`src/rtl/bfly_pkg.sv`:
```
package bfly_pkg;

  localparam int SHIFT_CODE_W = 2;
  localparam int SHIFT_MAX    = 2;

  // Stage shift code to shift amount; code 3 saturates to the largest shift.
  function automatic logic [SHIFT_CODE_W-1:0] shift_decode(input logic [SHIFT_CODE_W-1:0] code);
    return (code > SHIFT_CODE_W'(SHIFT_MAX)) ? SHIFT_CODE_W'(SHIFT_MAX) : code;
  endfunction

endpackage

```
`src/rtl/bfly_delay.sv`:
```
module bfly_delay #(
  parameter int W = 1,
  parameter int D = 1
) (
  input  logic         clk,
  input  logic         en,
  input  logic         clr,
  input  logic [W-1:0] d,
  output logic [W-1:0] q
);

  logic [W-1:0] stg [D];

  always_ff @(posedge clk) begin
    if (clr) begin
      for (int i = 0; i < D; i++) stg[i] <= '0;
    end else if (en) begin
      stg[0] <= d;
      for (int i = 1; i < D; i++) stg[i] <= stg[i-1];
    end
  end

  assign q = stg[D-1];

endmodule

```
`src/rtl/bfly_round.sv`:
```
// Drops k low bits of x, either by floor or by round-half-to-even, and
// narrows the result to OW bits, reporting whether the narrowing was exact.
module bfly_round #(
  parameter int IW   = 19,
  parameter int OW   = 16,
  parameter int KW   = 2,
  parameter int CONV = 1
) (
  input  logic signed [IW-1:0] x,
  input  logic        [KW-1:0] k,
  output logic signed [OW-1:0] y,
  output logic                 fits
);

  localparam int HW = IW - OW + 1;

  function automatic logic signed [IW-1:0] drop_bits(input logic signed [IW-1:0] v,
                                                     input logic [KW-1:0] n);
    logic [IW-1:0]        one_v;
    logic [IW-1:0]        mask;
    logic [IW-1:0]        frac;
    logic [IW-1:0]        half;
    logic signed [IW-1:0] kept;
    logic                 bump;
    one_v = {{(IW-1){1'b0}}, 1'b1};
    kept  = v >>> n;
    mask  = (one_v << n) - one_v;
    frac  = v & mask;
    half  = (n == '0) ? '0 : (one_v << (n - KW'(1)));
    bump  = (CONV != 0) && (n != '0) &&
            ((frac > half) || ((frac == half) && kept[0]));
    return kept + $signed({{(IW-1){1'b0}}, bump});
  endfunction

  logic signed [IW-1:0] full;
  logic        [HW-1:0] head;

  assign full = drop_bits(x, k);
  assign head = full[IW-1:OW-1];
  assign fits = (&head) | ~(|head);
  assign y    = full[OW-1:0];

endmodule

```
`src/rtl/bfly_cmul.sv`:
```
// Two-stage complex multiply: full-precision partial products, then the
// combined product reduced by TW-1 fraction bits to DW+2 bits.
module bfly_cmul #(
  parameter int DW   = 16,
  parameter int TW   = 16,
  parameter int CONV = 1
) (
  input  logic                 clk,
  input  logic                 en,
  input  logic                 clr,
  input  logic signed [DW-1:0] b_re,
  input  logic signed [DW-1:0] b_im,
  input  logic signed [TW-1:0] w_re,
  input  logic signed [TW-1:0] w_im,
  output logic signed [DW+1:0] p_re,
  output logic signed [DW+1:0] p_im,
  output logic                 p_fit
);

  localparam int MW = DW + TW;
  localparam int FW = MW + 1;
  localparam int PW = DW + 2;
  localparam int KW = $clog2(TW) + 1;

  logic signed [MW-1:0] pp_rr, pp_ii, pp_ri, pp_ir;
  logic signed [FW-1:0] sum_re, sum_im;
  logic signed [PW-1:0] red_re, red_im;
  logic                 fit_re, fit_im;

  always_ff @(posedge clk) begin
    if (clr) begin
      pp_rr <= '0;
      pp_ii <= '0;
      pp_ri <= '0;
      pp_ir <= '0;
    end else if (en) begin
      pp_rr <= MW'(b_re) * MW'(w_re);
      pp_ii <= MW'(b_im) * MW'(w_im);
      pp_ri <= MW'(b_re) * MW'(w_im);
      pp_ir <= MW'(b_im) * MW'(w_re);
    end
  end

  assign sum_re = FW'(pp_rr) - FW'(pp_ii);
  assign sum_im = FW'(pp_ri) + FW'(pp_ir);

  bfly_round #(.IW(FW), .OW(PW), .KW(KW), .CONV(CONV)) u_red_re (
    .x(sum_re), .k(KW'(TW - 1)), .y(red_re), .fits(fit_re)
  );

  bfly_round #(.IW(FW), .OW(PW), .KW(KW), .CONV(CONV)) u_red_im (
    .x(sum_im), .k(KW'(TW - 1)), .y(red_im), .fits(fit_im)
  );

  always_ff @(posedge clk) begin
    if (clr) begin
      p_re  <= '0;
      p_im  <= '0;
      p_fit <= 1'b1;
    end else if (en) begin
      p_re  <= red_re;
      p_im  <= red_im;
      p_fit <= fit_re & fit_im;
    end
  end

endmodule

```
`src/rtl/bfly_r2_stage.sv`:
```
module bfly_r2_stage #(
  parameter int DW       = 16,
  parameter int TW       = 16,
  parameter int CONV     = 1,
  parameter int UNSCALED = 0,
  parameter int USE_CE   = 1,
  parameter int USE_CLR  = 1
) (
  input  logic                                      clk,
  input  logic                                      sclr,
  input  logic                                      ce,
  input  logic                                      in_vld,
  input  logic signed [DW-1:0]                      a_re,
  input  logic signed [DW-1:0]                      a_im,
  input  logic signed [DW-1:0]                      b_re,
  input  logic signed [DW-1:0]                      b_im,
  input  logic signed [TW-1:0]                      w_re,
  input  logic signed [TW-1:0]                      w_im,
  input  logic        [1:0]                         shift,
  output logic                                      out_vld,
  output logic signed [(UNSCALED ? DW+3 : DW)-1:0]  x0_re,
  output logic signed [(UNSCALED ? DW+3 : DW)-1:0]  x0_im,
  output logic signed [(UNSCALED ? DW+3 : DW)-1:0]  x1_re,
  output logic signed [(UNSCALED ? DW+3 : DW)-1:0]  x1_im,
  output logic                                      ovf
);

  import bfly_pkg::*;

  localparam int PW   = DW + 2;
  localparam int SW   = DW + 3;
  localparam int OW   = UNSCALED ? SW : DW;
  localparam int TAIL = (CONV != 0) ? 2 : 1;
  localparam int LAT  = 3 + TAIL;
  localparam int CW   = SHIFT_CODE_W;

  // Effective controls, brought out for the checker.
  logic en_eff, clr_eff;
  assign en_eff  = (USE_CE  != 0) ? ce   : 1'b1;
  assign clr_eff = (USE_CLR != 0) ? sclr : 1'b0;

  // Stage 1: input registers.
  logic signed [DW-1:0] a1_re, a1_im, b1_re, b1_im;
  logic signed [TW-1:0] w1_re, w1_im;
  logic        [CW-1:0] sh1;
  logic                 v1;

  always_ff @(posedge clk) begin
    if (clr_eff) begin
      a1_re <= '0; a1_im <= '0; b1_re <= '0; b1_im <= '0;
      w1_re <= '0; w1_im <= '0; sh1 <= '0; v1 <= 1'b0;
    end else if (en_eff) begin
      a1_re <= a_re; a1_im <= a_im; b1_re <= b_re; b1_im <= b_im;
      w1_re <= w_re; w1_im <= w_im; sh1 <= shift; v1 <= in_vld;
    end
  end

  // Stages 2-3: twiddle product, with a, shift and valid delayed alongside.
  logic signed [PW-1:0] p3_re, p3_im;
  logic                 prod_fit;

  bfly_cmul #(.DW(DW), .TW(TW), .CONV(CONV)) u_cmul (
    .clk(clk), .en(en_eff), .clr(clr_eff),
    .b_re(b1_re), .b_im(b1_im), .w_re(w1_re), .w_im(w1_im),
    .p_re(p3_re), .p_im(p3_im), .p_fit(prod_fit)
  );

  logic [2*DW+CW:0] side1, side3;
  assign side1 = {a1_re, a1_im, sh1, v1};

  bfly_delay #(.W(2*DW+CW+1), .D(2)) u_side (
    .clk(clk), .en(en_eff), .clr(clr_eff), .d(side1), .q(side3)
  );

  logic signed [DW-1:0] a3_re, a3_im;
  logic        [CW-1:0] sh3;
  logic                 v3;
  assign {a3_re, a3_im, sh3, v3} = side3;

  // Butterfly add/subtract at full growth: index 0 x0_re, 1 x0_im, 2 x1_re, 3 x1_im.
  logic [3:0][SW-1:0] bf3;
  assign bf3[0] = SW'(a3_re) + SW'(p3_re);
  assign bf3[1] = SW'(a3_im) + SW'(p3_im);
  assign bf3[2] = SW'(a3_re) - SW'(p3_re);
  assign bf3[3] = SW'(a3_im) - SW'(p3_im);

  // Scaling input: one extra register when rounding, to keep logic depth.
  logic [3:0][SW-1:0] sc_in;
  logic [CW-1:0]      sc_sh;
  logic               sc_v;

  generate
    if (CONV != 0) begin : g_tail_reg
      logic [4*SW+CW:0] tail_q;
      bfly_delay #(.W(4*SW+CW+1), .D(1)) u_tail (
        .clk(clk), .en(en_eff), .clr(clr_eff),
        .d({bf3, sh3, v3}), .q(tail_q)
      );
      assign {sc_in, sc_sh, sc_v} = tail_q;
    end else begin : g_tail_comb
      assign sc_in = bf3;
      assign sc_sh = sh3;
      assign sc_v  = v3;
    end
  endgenerate

  // Per-component scaling and range check.
  logic [3:0][OW-1:0] sc_out;
  logic [3:0]         sc_fit;
  logic [CW-1:0]      sc_amt;
  assign sc_amt = shift_decode(sc_sh);

  generate
    for (genvar g = 0; g < 4; g++) begin : g_scale
      if (UNSCALED != 0) begin : g_full
        assign sc_out[g] = sc_in[g];
        assign sc_fit[g] = 1'b1;
      end else begin : g_shift
        logic signed [OW-1:0] y_s;
        bfly_round #(.IW(SW), .OW(OW), .KW(CW), .CONV(CONV)) u_scale (
          .x($signed(sc_in[g])), .k(sc_amt), .y(y_s), .fits(sc_fit[g])
        );
        assign sc_out[g] = y_s;
      end
    end
  endgenerate

  logic ovf_evt;
  assign ovf_evt = sc_v & ~(&sc_fit);

  // Output stage.
  always_ff @(posedge clk) begin
    if (clr_eff) begin
      out_vld <= 1'b0;
      x0_re   <= '0;
      x0_im   <= '0;
      x1_re   <= '0;
      x1_im   <= '0;
      ovf     <= 1'b0;
    end else if (en_eff) begin
      out_vld <= sc_v;
      x0_re   <= sc_out[0];
      x0_im   <= sc_out[1];
      x1_re   <= sc_out[2];
      x1_im   <= sc_out[3];
      ovf     <= ovf | ovf_evt;
    end
  end

endmodule

```
`config.mk`:
```
export PLATFORM = sky130hd
export DESIGN_NAME = bfly_r2_stage
export DESIGN_NICKNAME = d
export VERILOG_FILES = /design/src/rtl/bfly_pkg.sv /design/src/rtl/bfly_delay.sv /design/src/rtl/bfly_round.sv /design/src/rtl/bfly_cmul.sv /design/src/rtl/bfly_r2_stage.sv
export SDC_FILE = /design/constraint.sdc
export NUM_CORES = 2
export LEC_CHECK = 0
export BUFFER_PORTS_ARGS = -buffer_cell sky130_fd_sc_hd__buf_2
export CAP_MARGIN = 0
export CORE_MARGIN = 4
export CORE_UTILIZATION = 50
export DETAILED_ROUTE_END_ITERATION = 10
export PLACE_DENSITY = 0.69
export RECOVER_POWER = 50
export SLEW_MARGIN = 20
export SYNTH_ARGS = -nofsm -noshare
export SYNTH_HDL_FRONTEND = slang
export SYNTH_SLANG_ARGS = --single-unit
export TNS_END_PERCENT = 5
```
`constraint.sdc`:
```
create_clock -name clk -period 6.92 [get_ports clk]
set_input_delay 1.038 -clock clk [delete_from_list [all_inputs] [get_ports clk]]
set_output_delay 1.038 -clock clk [all_outputs]
set_load 0.1 [all_outputs]
```
# [Yosys cells after proc, flatten, opt, wreduce, memory -nomap -nowiden]
# Memory sizes are Yosys's and may differ from the RTL's.
# Cells that the tools add are included.
[word_totals] regBits=329 latch_bits=0 ram_bits=149 romBits=0 in_bits=102 output_inout_bits=66 mem_count=2
[memory_table] memory="g_tail_reg.u_tail.stg" words=1 word_bits=79 read_ports=1 rd_ports_with_merged_regs=0 wr=1 line="bfly_delay.sv:12" text="logic [W-1:0] stg [D];"
[memory_table] memory="u_side.stg" words=2 word_bits=35 read_ports=2 rd_ports_with_merged_regs=0 wr=2 line="bfly_delay.sv:12"
[op_classes] n_addsub=14 n_mul=4 div=0 order_cmp=7 n_eq_ne=6 shift=6 muxes=11 bitwise_logic=17 reduce_logical=28
[op_table] operator="multiplier 16 x 16 -> 32 bit" n=4
[op_table] operator="2-to-1 mux 79 bit" n=1
[op_table] operator="OR reduction 79 bit" n=1
[op_table] operator="adder 19 x 2 -> 19 bit" n=4
[op_table] operator="AND 19 bit" n=4
[op_table] operator="== test 19 bit" n=4
[op_table] operator="greater-than comparator 19 bit" n=4
[op_table] operator=">>> shifter 19 x 2 -> 19 bit" n=4
[op_table] operator="2-to-1 mux 35 bit" n=2
[op_table] operator="adder 16 x 18 -> 19 bit" n=2
[op_table] operator="<< shifter 1 x 2 -> 19 bit (first input constant)" n=2
[op_table] operator="subtractor 16 x 18 -> 19 bit" n=2
[op_table] operator="adder 18 x 2 -> 18 bit" n=2
[op_table] operator="adder 32 x 32 -> 33 bit" n=1
[op_table] operator="subtractor 32 x 32 -> 33 bit" n=1
[op_table] operator="== test 15 bit (second input constant)" n=2
[op_table] operator="greater-than comparator 15 bit (second input constant)" n=2
[op_table] operator="AND reduction 4 bit" n=5
[op_table] operator="2-to-1 mux 19 bit" n=1
[op_table] operator="subtractor 19 x 1 -> 19 bit (second input constant)" n=1
[op_table] operator="OR reduction 4 bit" n=4
[op_table] operator="logical AND 1 bit" n=10
[op_table] operator="bitwise OR 1 bit" n=7
[op_table] operator="logical OR 1 bit" n=6
[op_table] operator="8 further kinds" n=17

# [Longest topological paths before layout]
# An unclocked memory read counts as a cell.
[depth] depth_word=18 ltp_mapped=27

# [Cells and area by module]
# A second synthesis with hierarchy kept.
[unflattened] cells_unflattened=8826 hier_area_um2=79414.9
[by_module_without_submodules] mod="bfly_cmul" instances=1 cells_per_inst=5499 area_each_um2=48651.7
[by_module_without_submodules] mod="bfly_round (u_cmul.u_red_im ...)" instances=2 cells_per_inst=701 area_each_um2=5307.6
[by_module_without_submodules] mod="bfly_r2_stage" instances=1 cells_per_inst=1068 area_each_um2=9457.8
[by_module_without_submodules] mod="bfly_round (g_scale[0].g_shift.u_scale ...)" instances=4 cells_per_inst=123 area_each_um2=1074.8
[by_module_without_submodules] mod="bfly_delay (g_tail_reg.u_tail)" instances=1 cells_per_inst=175 area_each_um2=3249.4
[by_module_without_submodules] mod="bfly_delay (u_side)" instances=1 cells_per_inst=190 area_each_um2=3141.8

# [Least setup slack after synthesis]
# OpenSTA, ideal clock, no wires.
[synth_path] path_kind="register to register" startpoint="reg b1_im[10]" endpoint="reg u_cmul.pp_ir[30]" setup_ps=128 t_arrival_ps=6668 setup_slack_ps=124 path_stages_with_launch=24 n_path_buf=1 synth_period_minus_slack_ps=6796 cell_sequence="dfxtp_1 clkbuf_1 nand2_1 fa_1 fa_1 fa_1 fa_1 inv_1 fa_1 inv_1 fa_1 inv_1 ha_1 a21o_1 a21o_1 a21oi_1 o41ai_1 a311o_1 a221oi_1 nor3_1 a2111oi_0 a21oi_1 xnor2_1 o21ai_0"
[synth_between] elab_chain_len=1
[synth_rtl] element="start: declaration" line="bfly_r2_stage.sv:43" text="logic signed [DW-1:0] a1_re, a1_im, b1_re, b1_im;"
[synth_rtl] element="start signal: assignment" line="bfly_r2_stage.sv:53" text="a1_re <= a_re; a1_im <= a_im; b1_re <= b_re; b1_im <= b_im;"
[synth_rtl] element="multiplier 16 x 16 -> 32 bit" line="bfly_cmul.sv:40" text="pp_ir <= MW'(b_im) * MW'(w_re);"
[synth_rtl] element="end signal: assignment" line="bfly_cmul.sv:40"
[synth_rtl] element="end: declaration" line="bfly_cmul.sv:25" text="logic signed [MW-1:0] pp_rr, pp_ii, pp_ri, pp_ir;"
# Every way passes these cells.
# A chain may end at the register's enable or synchronous reset.

# [Worst setup path after layout]
[layout_path] startpoint="reg w1_im[3]" endpoint="reg u_cmul.pp_ii[23]"
[layout_between] elab_chain_len=1
[layout_rtl] element="start: declaration" line="bfly_r2_stage.sv:44" text="logic signed [TW-1:0] w1_re, w1_im;"
[layout_rtl] element="start signal: assignment" line="bfly_r2_stage.sv:54" text="w1_re <= w_re; w1_im <= w_im; sh1 <= shift; v1 <= in_vld;"
[layout_rtl] element="multiplier 16 x 16 -> 32 bit" line="bfly_cmul.sv:38" text="pp_ii <= MW'(b_im) * MW'(w_im);"
[layout_rtl] element="end signal: assignment" line="bfly_cmul.sv:38"
[layout_rtl] element="end: declaration" line="bfly_cmul.sv:25"
# Every way passes these cells.

==> qor.yml <==
status: "complete, but fails checks"
violations: "capacitance limit, slew limit"
p_leak_nw: 35.2
worstMarginPinSlew_ns: 3.96
grt_max_degree: 142
clk_path_buf_depth: 3
routed_wl_um: 181000
clk_pin_slew_ns: 0.07
gr-total-overflow: 0
start_util_pct: 50.3
rsz0062_at_grt: "yes"
die_x_um: 371
yosysTopAreaCellShare_pct: 32.0
fin_crit_ns: 6.73
path_class: "reg2reg"
cts_tree: "yes"
synthFlopType: "dfxtp_1"
grt_pass1_vias: 51500
post_drt_wl_per_cell_um: 19.6
start_kind: "flop"
critPathBufInv: 8
yosysTopAreaCell: "fa_1"
fin_crit_sh_pct: 97.3
end_kind: "flop"
drive_gt1_share_pct: 7.15
finalMaxSlewViolations: 211
cp_slowest_stage_delay_ns: 0.55
hpwlAfterDp_um: 146000
cts-root-buf: "clkbuf_16"
synth_enable_flop_cells: 147
place_area_mm2: 0.0700
ir_drop_uv: 245
place_congestion: 0.970
nets: 9068
vias: 49800
synth_cell_types: 95
pin_count: 168
final_area_mm2: 0.0722
port_buffers: 167
core_mm2: 0.131
fmax_ghz: 0.148
crit_fanout: 14
grt_use_total_pct: 26.5
dpl_worst_slack_ns: 0.0672
cts_sinks: 476
ant_nets: 0
cp_slowest_cell: "fa_1"
cp_common_cell: "fa_1"
post-route-drc-count: 0
die-area_mm2: 0.138
first_pass_iters: 6
async_flop_share_pct: 0
h-tree-depth: 2
cts_buffers: 59
rows: 133
skew_ns: 0.0564
crit_arrival_ns: 7.24
ctsHoldBuffers: 0
power.density_mw_per_mm2: 199
insertion_delay_ns: 0.70
synthCells: 7279
synth_seq_cells: 476
setup_viol: 0
dr.first_iter.drc_count: 3505
maxCapViolations: 3
yosysMostFrequentCell: "inv_1"
die_h_um: 371
area_growth_pct: 9.30
cp_top_family: "adder cells"
avgViaCountPerCell: 5.39
grt_first_pass_wirelength_um: 286000
hold_viol: 0
antenna_found_initial: 3
cp.required_ns: 7.43
final.setup.worst_slack_ns: 0.185
yosysSeqAreaShare_pct: 16.7
ys.warnings.count: 0
synth_common_cells: "inv_1, fa_1, nand2_1"
syn-cell-area_mm2: 0.0660
synthTopCellsByArea: "fa_1, dfxtp_1, ha_1, inv_1, edfxtp_1"
slew_headroom_pct: -165
hp-class: "reg2reg"
avgSynthCellArea_um2: 9.07
[repair_timing]
action	CTS	global route
gates resized for setup	0	37
buffers inserted	0	0
setup endpoints to repair	0	27
[cells by family (layout without fill, tap and decap cells)]
| logic type | Yosys count | count (layout) | share of synthesized area (%) |
|---|---|---|---|
| AND/OR/NAND/NOR | 2175 | 2175 | 16.1 |
| buffers and inverters | 1638 | 1825 | 9.37 |
| adder cells (fa/ha/maj) | 1539 | 1539 | 41.2 |
| AO/OA/AOI/OAI | 887 | 887 | 8.71 |
| flip-flops | 476 | 476 | 16.7 |
| XOR/XNOR | 291 | 291 | 3.89 |
| multiplexers | 271 | 271 | 4.13 |
| other | 2 | 19 | 0.0114 |
[metal layers]
metal	up-vias	share of wire, %	GRT usage, %
met5	-	0	0
met4	0	5.4	12.3
met3	316	7.7	5.75
met2	1461	45	41.8
met1	24800	42	35.1
li1	23300	-	-
[worst min-delay path, delay by kind of cell, from the launching register on]
family | cells | cell delay, ns
AO/OA/AOI/OAI | 1 | 0.05
flip-flops | 1 | 0.32
AND/OR/NAND/NOR | 1 | 0.04
[per-stage QoR]
step                hold WS [ns]  std cells  TNS, ns  util [%]  power (mW)
detailed placement         0.437       9121        0      53.3        10.9
global route               0.483       9235  -0.0674      55.0        15.4
CTS                        0.451       9233        0      55.0        14.4
global placement           0.431       9121        0      53.3        10.8
floorplan                  0.429       7291        0         -        8.69
finish                     0.453       9238        0      55.0        14.4
[layout by cell type, fill, tap and decap left out, drive strengths merged, types with 222 or more instances in the layout]
cell type	count
inv	1308
fa	1054
nand2	704
and2	583
ha	485
nor2	483
buf	351
dfxtp	329
mux2i	259
o21ai	224
xnor2	222
[cell type report]
class	instances	area, um2
fill	11900	59100
timing repair buffer	415	3000
inverter	1298	4870
clock inverter	36	468
tap	1755	2200
clock buffer	76	1660
multi-input combinational	5177	48900
sequential	476	11000
antenna	5	12.5
[state kept, by name (all words and copies together), names as in the netlist, 18 cells and up]
| register | flops |
|---|---|
| u_cmul.pp_ri | 32 |
| u_cmul.pp_ii | 32 |
| u_cmul.pp_ir | 32 |
| u_cmul.p_im | 18 |
| u_cmul.pp_rr | 32 |
| g_tail_reg.u_tail.stg | 77 |
| u_side.stg | 70 |
| u_cmul.p_re | 18 |
[power by group]
group	switching (mW)	internal [mW]	leakage (nW)
Clock	1.42	1.98	1.04
Sequential	0.372	3.27	4.34
Combinational	4.50	2.84	29.9
[worst paths after layout]
check                endpoint      start  cells after the start  slack [ns]
max reg2reg  u_cmul.pp_ii[23]   w1_im[3]                     25        0.19
min reg2reg         x1_re[11]  x1_re[11]                      2        0.45
max          u_cmul.pp_ii[23]   w1_im[3]                     25        0.19
min                 x1_re[11]  x1_re[11]                      2        0.45
(Power assumes the default switching activity.)
